[src/rtl/bus_cond_pkg.sv]
// Shared definitions for the two-wire bus condition monitor.
// Assumes a byte of eight data bits followed by one acknowledge bit.
package bus_cond_pkg;
    localparam int BITS_PER_BYTE = 8;
    localparam int ACK_SLOT      = BITS_PER_BYTE + 1;

    typedef enum logic [2:0] {
        EV_NONE,
        EV_START,
        EV_RSTART,
        EV_STOP,
        EV_ABORT
    } bus_ev_e;
endpackage

[src/rtl/bcm_line_filter.sv]
// Synchronizes one bus line into the clock domain and removes glitches.
// The output follows the input only after FILT_LEN consecutive equal
// synchronized samples; otherwise it holds. Resets to the idle-high level.
module bcm_line_filter #(
    parameter int FILT_LEN = 3
) (
    input  logic clk,
    input  logic rst_n,
    input  logic raw,
    output logic clean
);
    logic              sync_a;
    logic              sync_b;
    logic [FILT_LEN-1:0] hist;

    // two-flop synchronizer, idle level is high
    always_ff @(posedge clk) begin
        if (!rst_n) begin
            sync_a <= 1'b1;
            sync_b <= 1'b1;
        end else begin
            sync_a <= raw;
            sync_b <= sync_a;
        end
    end

    // sample history used by the agreement test
    always_ff @(posedge clk) begin
        if (!rst_n) hist <= '1;
        else        hist <= {hist[FILT_LEN-2:0], sync_b};
    end

    // move the clean level only on full agreement
    always_ff @(posedge clk) begin
        if (!rst_n)             clean <= 1'b1;
        else if (&hist)         clean <= 1'b1;
        else if (hist == '0)    clean <= 1'b0;
    end
endmodule

[src/rtl/bcm_event_decode.sv]
// Classifies filtered line edges into bus events. Tracks whether a
// transaction is open and how many clock rising edges followed the last
// start (0..9, wrapping 9 -> 1). Assumes both inputs are glitch-free.
module bcm_event_decode
    import bus_cond_pkg::*;
(
    input  logic    clk,
    input  logic    rst_n,
    input  logic    scl,
    input  logic    sda,
    output bus_ev_e ev,
    output logic    in_xfer
);
    localparam int CNT_W = $clog2(ACK_SLOT + 1);

    logic             scl_q;
    logic             sda_q;
    logic [CNT_W-1:0] edge_cnt;
    logic             clk_high;
    logic             sda_fell;
    logic             sda_rose;
    logic             inside_byte;

    assign clk_high    = scl && scl_q;
    assign sda_fell    = clk_high && sda_q && !sda;
    assign sda_rose    = clk_high && !sda_q && sda;
    assign inside_byte = in_xfer && (edge_cnt >= CNT_W'(2)) &&
                         (edge_cnt <= CNT_W'(BITS_PER_BYTE));

    // pick the single event for this cycle
    always_comb begin
        ev = EV_NONE;
        if ((sda_fell || sda_rose) && inside_byte) ev = EV_ABORT;
        else if (sda_fell)                         ev = in_xfer ? EV_RSTART : EV_START;
        else if (sda_rose)                         ev = EV_STOP;
    end

    // previous filtered levels for edge detection
    always_ff @(posedge clk) begin
        if (!rst_n) begin
            scl_q <= 1'b1;
            sda_q <= 1'b1;
        end else begin
            scl_q <= scl;
            sda_q <= sda;
        end
    end

    // transaction state and bit position
    always_ff @(posedge clk) begin
        if (!rst_n) begin
            in_xfer  <= 1'b0;
            edge_cnt <= '0;
        end else begin
            case (ev)
                EV_START, EV_RSTART: begin
                    in_xfer  <= 1'b1;
                    edge_cnt <= '0;
                end
                EV_STOP, EV_ABORT: in_xfer <= 1'b0;
                default: begin
                    if (scl && !scl_q)
                        edge_cnt <= (edge_cnt == CNT_W'(ACK_SLOT)) ? CNT_W'(1)
                                                                   : edge_cnt + CNT_W'(1);
                end
            endcase
        end
    end
endmodule

[src/rtl/bcm_free_timer.sv]
// Bus-free delay: loads FREE_CLKS when a transaction ends and counts down
// to zero; running is high while the count is non-zero.
module bcm_free_timer #(
    parameter int FREE_CLKS = 16
) (
    input  logic clk,
    input  logic rst_n,
    input  logic load,
    output logic running
);
    localparam int TMR_W = $clog2(FREE_CLKS + 1);

    logic [TMR_W-1:0] remain;

    // reload on end of transaction, else count down
    always_ff @(posedge clk) begin
        if (!rst_n)              remain <= '0;
        else if (load)           remain <= TMR_W'(FREE_CLKS);
        else if (remain != '0)   remain <= remain - TMR_W'(1);
    end

    assign running = (remain != '0);
endmodule

[src/rtl/bus_cond_monitor.sv]
// Top of the two-wire bus condition monitor. Filters both lines, decodes
// start / repeated start / stop / abort, holds busy through a bus-free
// delay and raises a wake-up pulse on any start during power-down.
// Assumes line inputs are asynchronous to clk; never drives the bus.
module bus_cond_monitor
    import bus_cond_pkg::*;
#(
    parameter int FILT_LEN  = 3,
    parameter int FREE_CLKS = 16
) (
    input  logic clk,
    input  logic rst_n,
    input  logic scl_line,
    input  logic sda_line,
    input  logic pwr_down,
    output logic start_pulse,
    output logic rstart_pulse,
    output logic stop_pulse,
    output logic abort_pulse,
    output logic busy,
    output logic wake_pulse
);
    localparam int N_LINES = 2;

    logic [N_LINES-1:0] raw_lines;
    logic [N_LINES-1:0] clean_lines;
    bus_ev_e            ev;
    logic               in_xfer;
    logic               delay_on;

    assign raw_lines = {sda_line, scl_line};

    // one synchronizer and filter per bus line
    for (genvar i = 0; i < N_LINES; i++) begin : g_line
        bcm_line_filter #(.FILT_LEN(FILT_LEN)) u_filt (
            .clk   (clk),
            .rst_n (rst_n),
            .raw   (raw_lines[i]),
            .clean (clean_lines[i])
        );
    end

    bcm_event_decode u_dec (
        .clk     (clk),
        .rst_n   (rst_n),
        .scl     (clean_lines[0]),
        .sda     (clean_lines[1]),
        .ev      (ev),
        .in_xfer (in_xfer)
    );

    bcm_free_timer #(.FREE_CLKS(FREE_CLKS)) u_tmr (
        .clk     (clk),
        .rst_n   (rst_n),
        .load    (stop_pulse || abort_pulse),
        .running (delay_on)
    );

    // event pulses and status outputs
    always_comb begin
        start_pulse  = (ev == EV_START);
        rstart_pulse = (ev == EV_RSTART);
        stop_pulse   = (ev == EV_STOP);
        abort_pulse  = (ev == EV_ABORT);
        wake_pulse   = pwr_down && (start_pulse || rstart_pulse);
        busy         = in_xfer || delay_on;
    end
endmodule

[config.mk]
export PLATFORM = sky130hd
export DESIGN_NAME = bus_cond_monitor
export DESIGN_NICKNAME = d
export VERILOG_FILES = /design/src/rtl/bus_cond_pkg.sv /design/src/rtl/bcm_line_filter.sv /design/src/rtl/bcm_event_decode.sv /design/src/rtl/bcm_free_timer.sv /design/src/rtl/bus_cond_monitor.sv
export SDC_FILE = /design/constraint.sdc
export NUM_CORES = 1
export LEC_CHECK = 0
export BUFFER_PORTS_ARGS = -buffer_cell sky130_fd_sc_hd__buf_4
export CAP_MARGIN = 20
export CORE_MARGIN = 10
export CORE_UTILIZATION = 56
export DETAILED_ROUTE_END_ITERATION = 6
export GPL_TIMING_DRIVEN = 0
export HOLD_SLACK_MARGIN = 0.08
export PLACE_DENSITY = 0.74
export SLEW_MARGIN = 10
export SYNTH_ARGS = -nofsm -noshare
export SYNTH_HDL_FRONTEND = slang
export SYNTH_HIERARCHICAL = 1
export SYNTH_SLANG_ARGS = --single-unit
[constraint.sdc]
create_clock -name clk -period 3 [get_ports clk]
set_clock_uncertainty 0.2 [all_clocks]
set_input_delay 0.45 -clock clk [delete_from_list [all_inputs] [get_ports clk]]
set_output_delay 0.45 -clock clk [all_outputs]
set_load 0.05 [all_outputs]
# Yosys cells after proc, flatten, opt, wreduce, memory -nomap -nowiden
# Cells that the tools add are included.
[classes] addsub=2 order_cmp=2 eq_ne=5 mux=10 bitwise=2 reduce_logical=31
[op_table] operator="$logic_and 1x1->1" n=10
[op_table] operator="$mux 5" n=2
[op_table] operator="$reduce_or 2->1" n=5
[op_table] operator="$mux 4" n=2
[op_table] operator="$pmux 4 s2" n=1
[op_table] operator="$eq 3x2->1 const B" n=2
[op_table] operator="$logic_not 3->1" n=2
[op_table] operator="$mux 3" n=2
[op_table] operator="$reduce_and 3->1" n=2
[op_table] operator="$reduce_bool 2->1" n=3
[op_table] operator="$reduce_bool 5->1" n=1
[op_table] operator="$sub 5x1->5 const B" n=1
[op_table] operator="$add 4x1->4 const B" n=1
[op_table] operator="$eq 4x4->1 const B" n=1
[op_table] operator="$ge 4x2->1 const B" n=1
[op_table] operator="$le 4x4->1 const B" n=1
[op_table] operator="$logic_or 1x1->1" n=4
[op_table] operator="$mux 2" n=2
[op_table] operator="$eq 3x1->1 const B" n=1
[op_table] operator="$eq 3x3->1 const B" n=1
[op_table] operator="$logic_not 1->1" n=3
[op_table] operator="$not 1->1" n=2
[op_table] operator="$pmux 1 s2" n=1
[op_table] operator="$reduce_and 2->1" n=1
[totals] ff_bits=24 input_bits=5 wordCells=66

# Depth between registers and ports, before layout
[depth] word_depth=10 depth_mapped=9 depth_no_buf=8

# Modules after synthesis
# Netlist, hierarchy kept.
[modules_own_cells] mod="bcm_event_decode" instances=1 cells_each=46 area_each_um2=419.2
[modules_own_cells] mod="bcm_line_filter" instances=2 cells_each=14 area_each_um2=175.2
[modules_own_cells] mod="bcm_free_timer" instances=1 cells_each=24 area_each_um2=235.2
[modules_own_cells] mod="bus_cond_monitor" instances=1 cells_each=8 area_each_um2=65.1

# Worst setup path after synthesis
# No wires, ideal clock.
[synth_timing] kind="register -> output" start="register u_dec.edge_cnt[1]" end="output wake_pulse" arrival_time_ps=2529 required_ps=2350 slack_ps=-179 path_stages_with_launch=7 n_path_buf=1 cell_sequence="dfxtp_1 buf_6 o21ba_1 o21a_1 nor3_1 xnor2_1 nor3b_1"
[synth_between] elab_chain_len=8
[synth_lines] item="start: declaration" line="bcm_event_decode.sv:18" rtl="logic [CNT_W-1:0] edge_cnt;"
[synth_lines] item="start signal: assignment" line="bcm_event_decode.sv:63" rtl="edge_cnt <= (edge_cnt == CNT_W'(ACK_SLOT)) ? CNT_W'(1)"
[synth_lines] item="$ge 4x2->1" line="bcm_event_decode.sv:27" rtl="assign inside_byte = in_xfer && (edge_cnt >= CNT_W'(2)) &&"
[synth_lines] item="$logic_and 1x1->1" line="bcm_event_decode.sv:27"
[synth_lines] item="$logic_and 1x1->1 (*)" line="bcm_event_decode.sv:27"
[synth_lines] item="$logic_and 1x1->1 (*)" line="bcm_event_decode.sv:33" rtl="if ((sda_fell || sda_rose) && inside_byte) ev = EV_ABORT;"
[synth_lines] item="$mux 3 (*)" line="bcm_event_decode.sv:33"
[synth_lines] item="via ev[1]" line="bus_cond_monitor.sv:27" rtl="bus_ev_e ev;"
[synth_lines] item="$eq 3x1->1 or $eq 3x2->1 (tied branches)" line="bus_cond_monitor.sv:61, bus_cond_monitor.sv:62"
[synth_lines] item="$logic_or 1x1->1 (*)" line="bus_cond_monitor.sv:65" rtl="wake_pulse = pwr_down && (start_pulse || rstart_pulse);"
[synth_lines] item="$logic_and 1x1->1 (*)" line="bus_cond_monitor.sv:65"
[synth_lines] item="end: declaration" line="bus_cond_monitor.sv:21" rtl="output logic wake_pulse"
# Mark *: on every way through the listed nets, which the timed path passes. The rest lies on a longest branch.

# Final worst setup path
# Ends and elaborated chain as after synthesis.

==> results.md <==
Synth:
- The sequential cell area fraction in the yosys report is 0.449.
- Counting instances in the post-synthesis netlist gives the leading cell types as dfxtp_1, nand2b_1, nor2_1, inv_1, o21a_1.
- The most common cell in the synthesized netlist is dfxtp_1.
- The async set or reset register ratio after synthesis is 0.
- Of the post-synthesis cell area, the dominant cell type holds 0.449.
- The top cell type by total area after synthesis is dfxtp_1.
- The synthesis warning total is 6.
- In the synthesized netlist, the number of instances is 106.
- The synthesized area per cell is 10.1 um2.
- The distinct cell type count of the synthesized netlist is 36.
- When the netlist entered floorplanning its net count stood at 112.
- The area of the mapped netlist is 1070 um2.
- Counting flops with a built-in enable in the synthesized netlist gives 0.
- The synthesized design contains 24 register bits.
- Yosys attributes the largest share of cell area to dfxtp_1, nand2b_1, o21a_1, xnor2_1, nor2_1.
- Among all flip-flop cells after synthesis, the most frequent one is dfxtp_1.

Critical path:
- The capturing element type of the critical path is an output port.
- Data on the critical path arrives at its endpoint at 2.04 ns.
- By startpoint and endpoint, the worst setup path is classified as flip-flop to output port.
- The startpoint class of the critical path is a flip-flop.
- In this run the worst path has a maximum fanout of 9.
- The setup slack on the worst flop-to-flop path is 0.59 ns.
- The logic depth of the worst register-to-register path is 9.
- The worst register-to-register path ends at u_tmr/remain[3].
- The data required time at the worst endpoint is 2.35 ns.
- The origin of the critical flop-to-flop path is u_dec/edge_cnt[1].

Detailed routing:
- After detailed routing, the number of remaining DRC violations is 0.
- Dividing the detail-routed wire length by the instance count gives 10.9 um.
- The first detailed-routing pass ran for 4 iterations.
- The detail route stage leaves a number of antenna-violating nets equal to 0.
- The number of DRC markers in iteration 0 is 29.
- Summing over every cut layer, the via total after detailed routing is 765.
- Dividing the detail-routed via count by the number of cells gives 5.28.
- Summed over all layers, the routed wires come to 1.58 mm.

Placed design:
- The detailed placer's ending HPWL is 1.17 mm.
- The last weighted congestion value of the routability-driven placer is 0.795.
- The instance area after placement is 1180 um2.
- The port buffer count is 10.
- In this run, placement finished with an instance count of 141.

Clocking:
- The clock latency on the worst-skew pair is 0.30 ns.
- Counting every sink on the clock net gives 24.
- The number of buffers on the longest clock path is 2.
- The CTS tree is done.
- Clock-pin slew was measured on the worst setup and hold paths at 0.12 ns.
- The clock buffer count from CTS is 3.
- The cell sitting at the root of the clock tree is a clkbuf_4.
- CTS built an H-tree with a depth of 1.

GRT:
- The initial antenna violation count came to 0.
- The maximum number of pins on one net before global-route repair is 19.
- After global routing the overflow that remains totals 0.
- The first global-routing pass estimated 2.59 mm of wire.
- The number of global-route vias before repair came to 642.
- For this run, the total global-route usage over all layers was measured as 0.0770.

Power and ir drop:
- The total power per unit cell area is 635 nW/um2.
- The largest vdd supply drop is 0.584 mV.
- The design draws 779 uW.
- For this design the static power due to leakage is 0.473 nW.

Layout:
- The number of nets in the layout is 127.
- The proportion of layout cells with a drive suffix above 1 is 0.233.
- The number of antenna diodes is 0.
- The number of fillers in the final layout is 160.
- Once layout is complete, the cells apart from fillers number 145.
- The area growth from synthesis to final layout is 14.7%.
- The final design area excluding fillers is 1230 um2.

STA:
- Measured against its own limit, the worst slew margin works out to 0.767.
- Setup repair after global routing left no endpoint under its margin.
- The highest clock frequency the design can meet is 0.372 GHz.
- The shortest period the worst path allows is 2.69 ns.
- The total count of max-transition violations in the final report is 0.
- The total setup violations reported at the end of the flow is 0.
- For the pin with the worst max-slew slack, the measured transition is 0.344 ns.
- Hold timing on the final database bottoms out at a slack of 0.120 ns.
- Dividing the final minimum period by the clock period gives 0.895.
- The number of hold-slack violations in the final timing report came to 0.

Floorplanning:
- In this run the vertical extent of the chip is 63.7 um.
- 11 I/O pins were placed.
- In this run the standard cell core region covers 1760 um2.
- The overall die width is 63.7 um.
- Row generation in the floorplan step produced 15 rows.
- The die outline area is 4060 um2.
- The effective utilization at floorplan is 0.606.

Worst hold path:
- The worst min-delay path startpoint is sda_line.
- The number of cells traversed by the worst hold path is 2.
- The path class of the tightest hold or removal check is primary input to flip-flop.
- The path with the worst hold slack has its endpoint at g_line[1].u_filt/sync_a.

Outcome:
- The run finished with clean final reports.

Run:
- Across the run, the number of max-cap violations was 0.
==> area by class of cell <==
type	count	area (um2)	share of cell area
multi-input combinational	75	563	0.459
timing repair buffer	10	75.1	0.0612
buffer	2	22.5	0.0183
inverter	5	18.8	0.0153
clock buffer	4	36.3	0.0296
tap	25	31.3	0.0255
sequential	24	480	0.391
==> worst max-delay path, cell delays in order, from the launching register on <==
cell,delay (ns)
dfxtp_1,0.33
buf_6,0.13
o21ba_1,0.22
o21a_1,0.21
nor3_2,0.34
xnor2_1,0.14
nor3b_2,0.16
buf_4,0.21
==> worst max path at each step <==
stage	slack [ns]	depth (start not counted)	start	end
floorplan	-0.11	5	u_dec/edge_cnt[1]	start_pulse
global placement	0.52	7	u_dec/edge_cnt[1]	wake_pulse
detailed placement	0.49	7	u_dec/edge_cnt[1]	wake_pulse
CTS	0.12	7	u_dec/edge_cnt[1]	wake_pulse
global route	0.13	6	u_dec/edge_cnt[1]	rstart_pulse
finish	0.31	7	u_dec/edge_cnt[1]	wake_pulse
==> flip-flops by register name (all words and copies together), names as in the netlist <==
signal                flops
u_tmr/remain              5
g_line.u_filt/sync_b      2
g_line.u_filt/sync_a      2
u_dec/sda_q               1
u_dec/in_xfer             1
u_dec/scl_q               1
g_line.u_filt/clean       2
g_line.u_filt/hist        6
u_dec/edge_cnt            4
==> kinds of logic after synthesis <==
family / after synthesis / share of synthesized area
and+or+nand+nor: 48 / 0.292
xor gates and xnor gates: 6 / 0.0491
DFF: 24 / 0.449
adders and majority gates: 1 / 0.0117
buffers and inverters: 7 / 0.0386
AOI/OAI and AO/OA: 20 / 0.159
==> power breakdown <==
group / total, mW / switching, mW / internal, mW
Combinational: 0.248 / 0.125 / 0.123
Clock: 0.159 / 0.0853 / 0.0741
Sequential: 0.371 / 0.0233 / 0.348
==> metal layers <==
layer	track usage	vias to the layer above	wire length (um)	part of all wire
li1	-	400	-	-
met1	0.0921	345	763	0.48
met2	0.109	16	672	0.42
met3	0.0442	4	122	0.077
met4	0.0328	0	24	0.015
met5	0	-	0	0
==> timing repair <==
| item | in CTS | in global routing |
|---|---|---|
| endpoints found under the setup margin | 0 | 1 |
| hold endpoints to repair | 0 | 0 |
| buffers inserted | 0 | 0 |
| hold buffers | 0 | 0 |
| gates resized for setup | 0 | 2 |
==> per-stage QoR <==
stage                     setup TNS, ns  worst slack [ns]   util
after floorplan                  -0.221            -0.111      -
after global placement                0             0.519  0.670
after detailed placement              0             0.492  0.670
after CTS                             0             0.120  0.690
after global routing                  0             0.127  0.696
final                                 0             0.314  0.696
==> placed cells by master, fill, tap and decap left out, drive strengths merged <==
master,Yosys,routed
nand2,1,1
xnor2,4,4
dfxtp,24,24
or3,1,1
o21ai,2,2
nor4b,1,1
nand3,1,1
xor2,2,2
and2b,1,1
buf,2,12
and3b,1,1
o2bb2a,1,1
o21a,5,5
nor3,4,4
nand3b,2,2
a21oi,3,3
a2bb2oi,2,2
or2,2,2
a21boi,1,1
ha,1,1
or4b,1,1
inv,5,5
a221oi,1,1
nor4,1,1
a211oi,3,3
nor2,9,9
nor2b,2,2
clkbuf,0,4
nor3b,5,5
nand4b,2,2
nand2b,14,14
o21ba,1,1
a32oi,1,1
No activity file was read; power rests on OpenSTA's default activity.
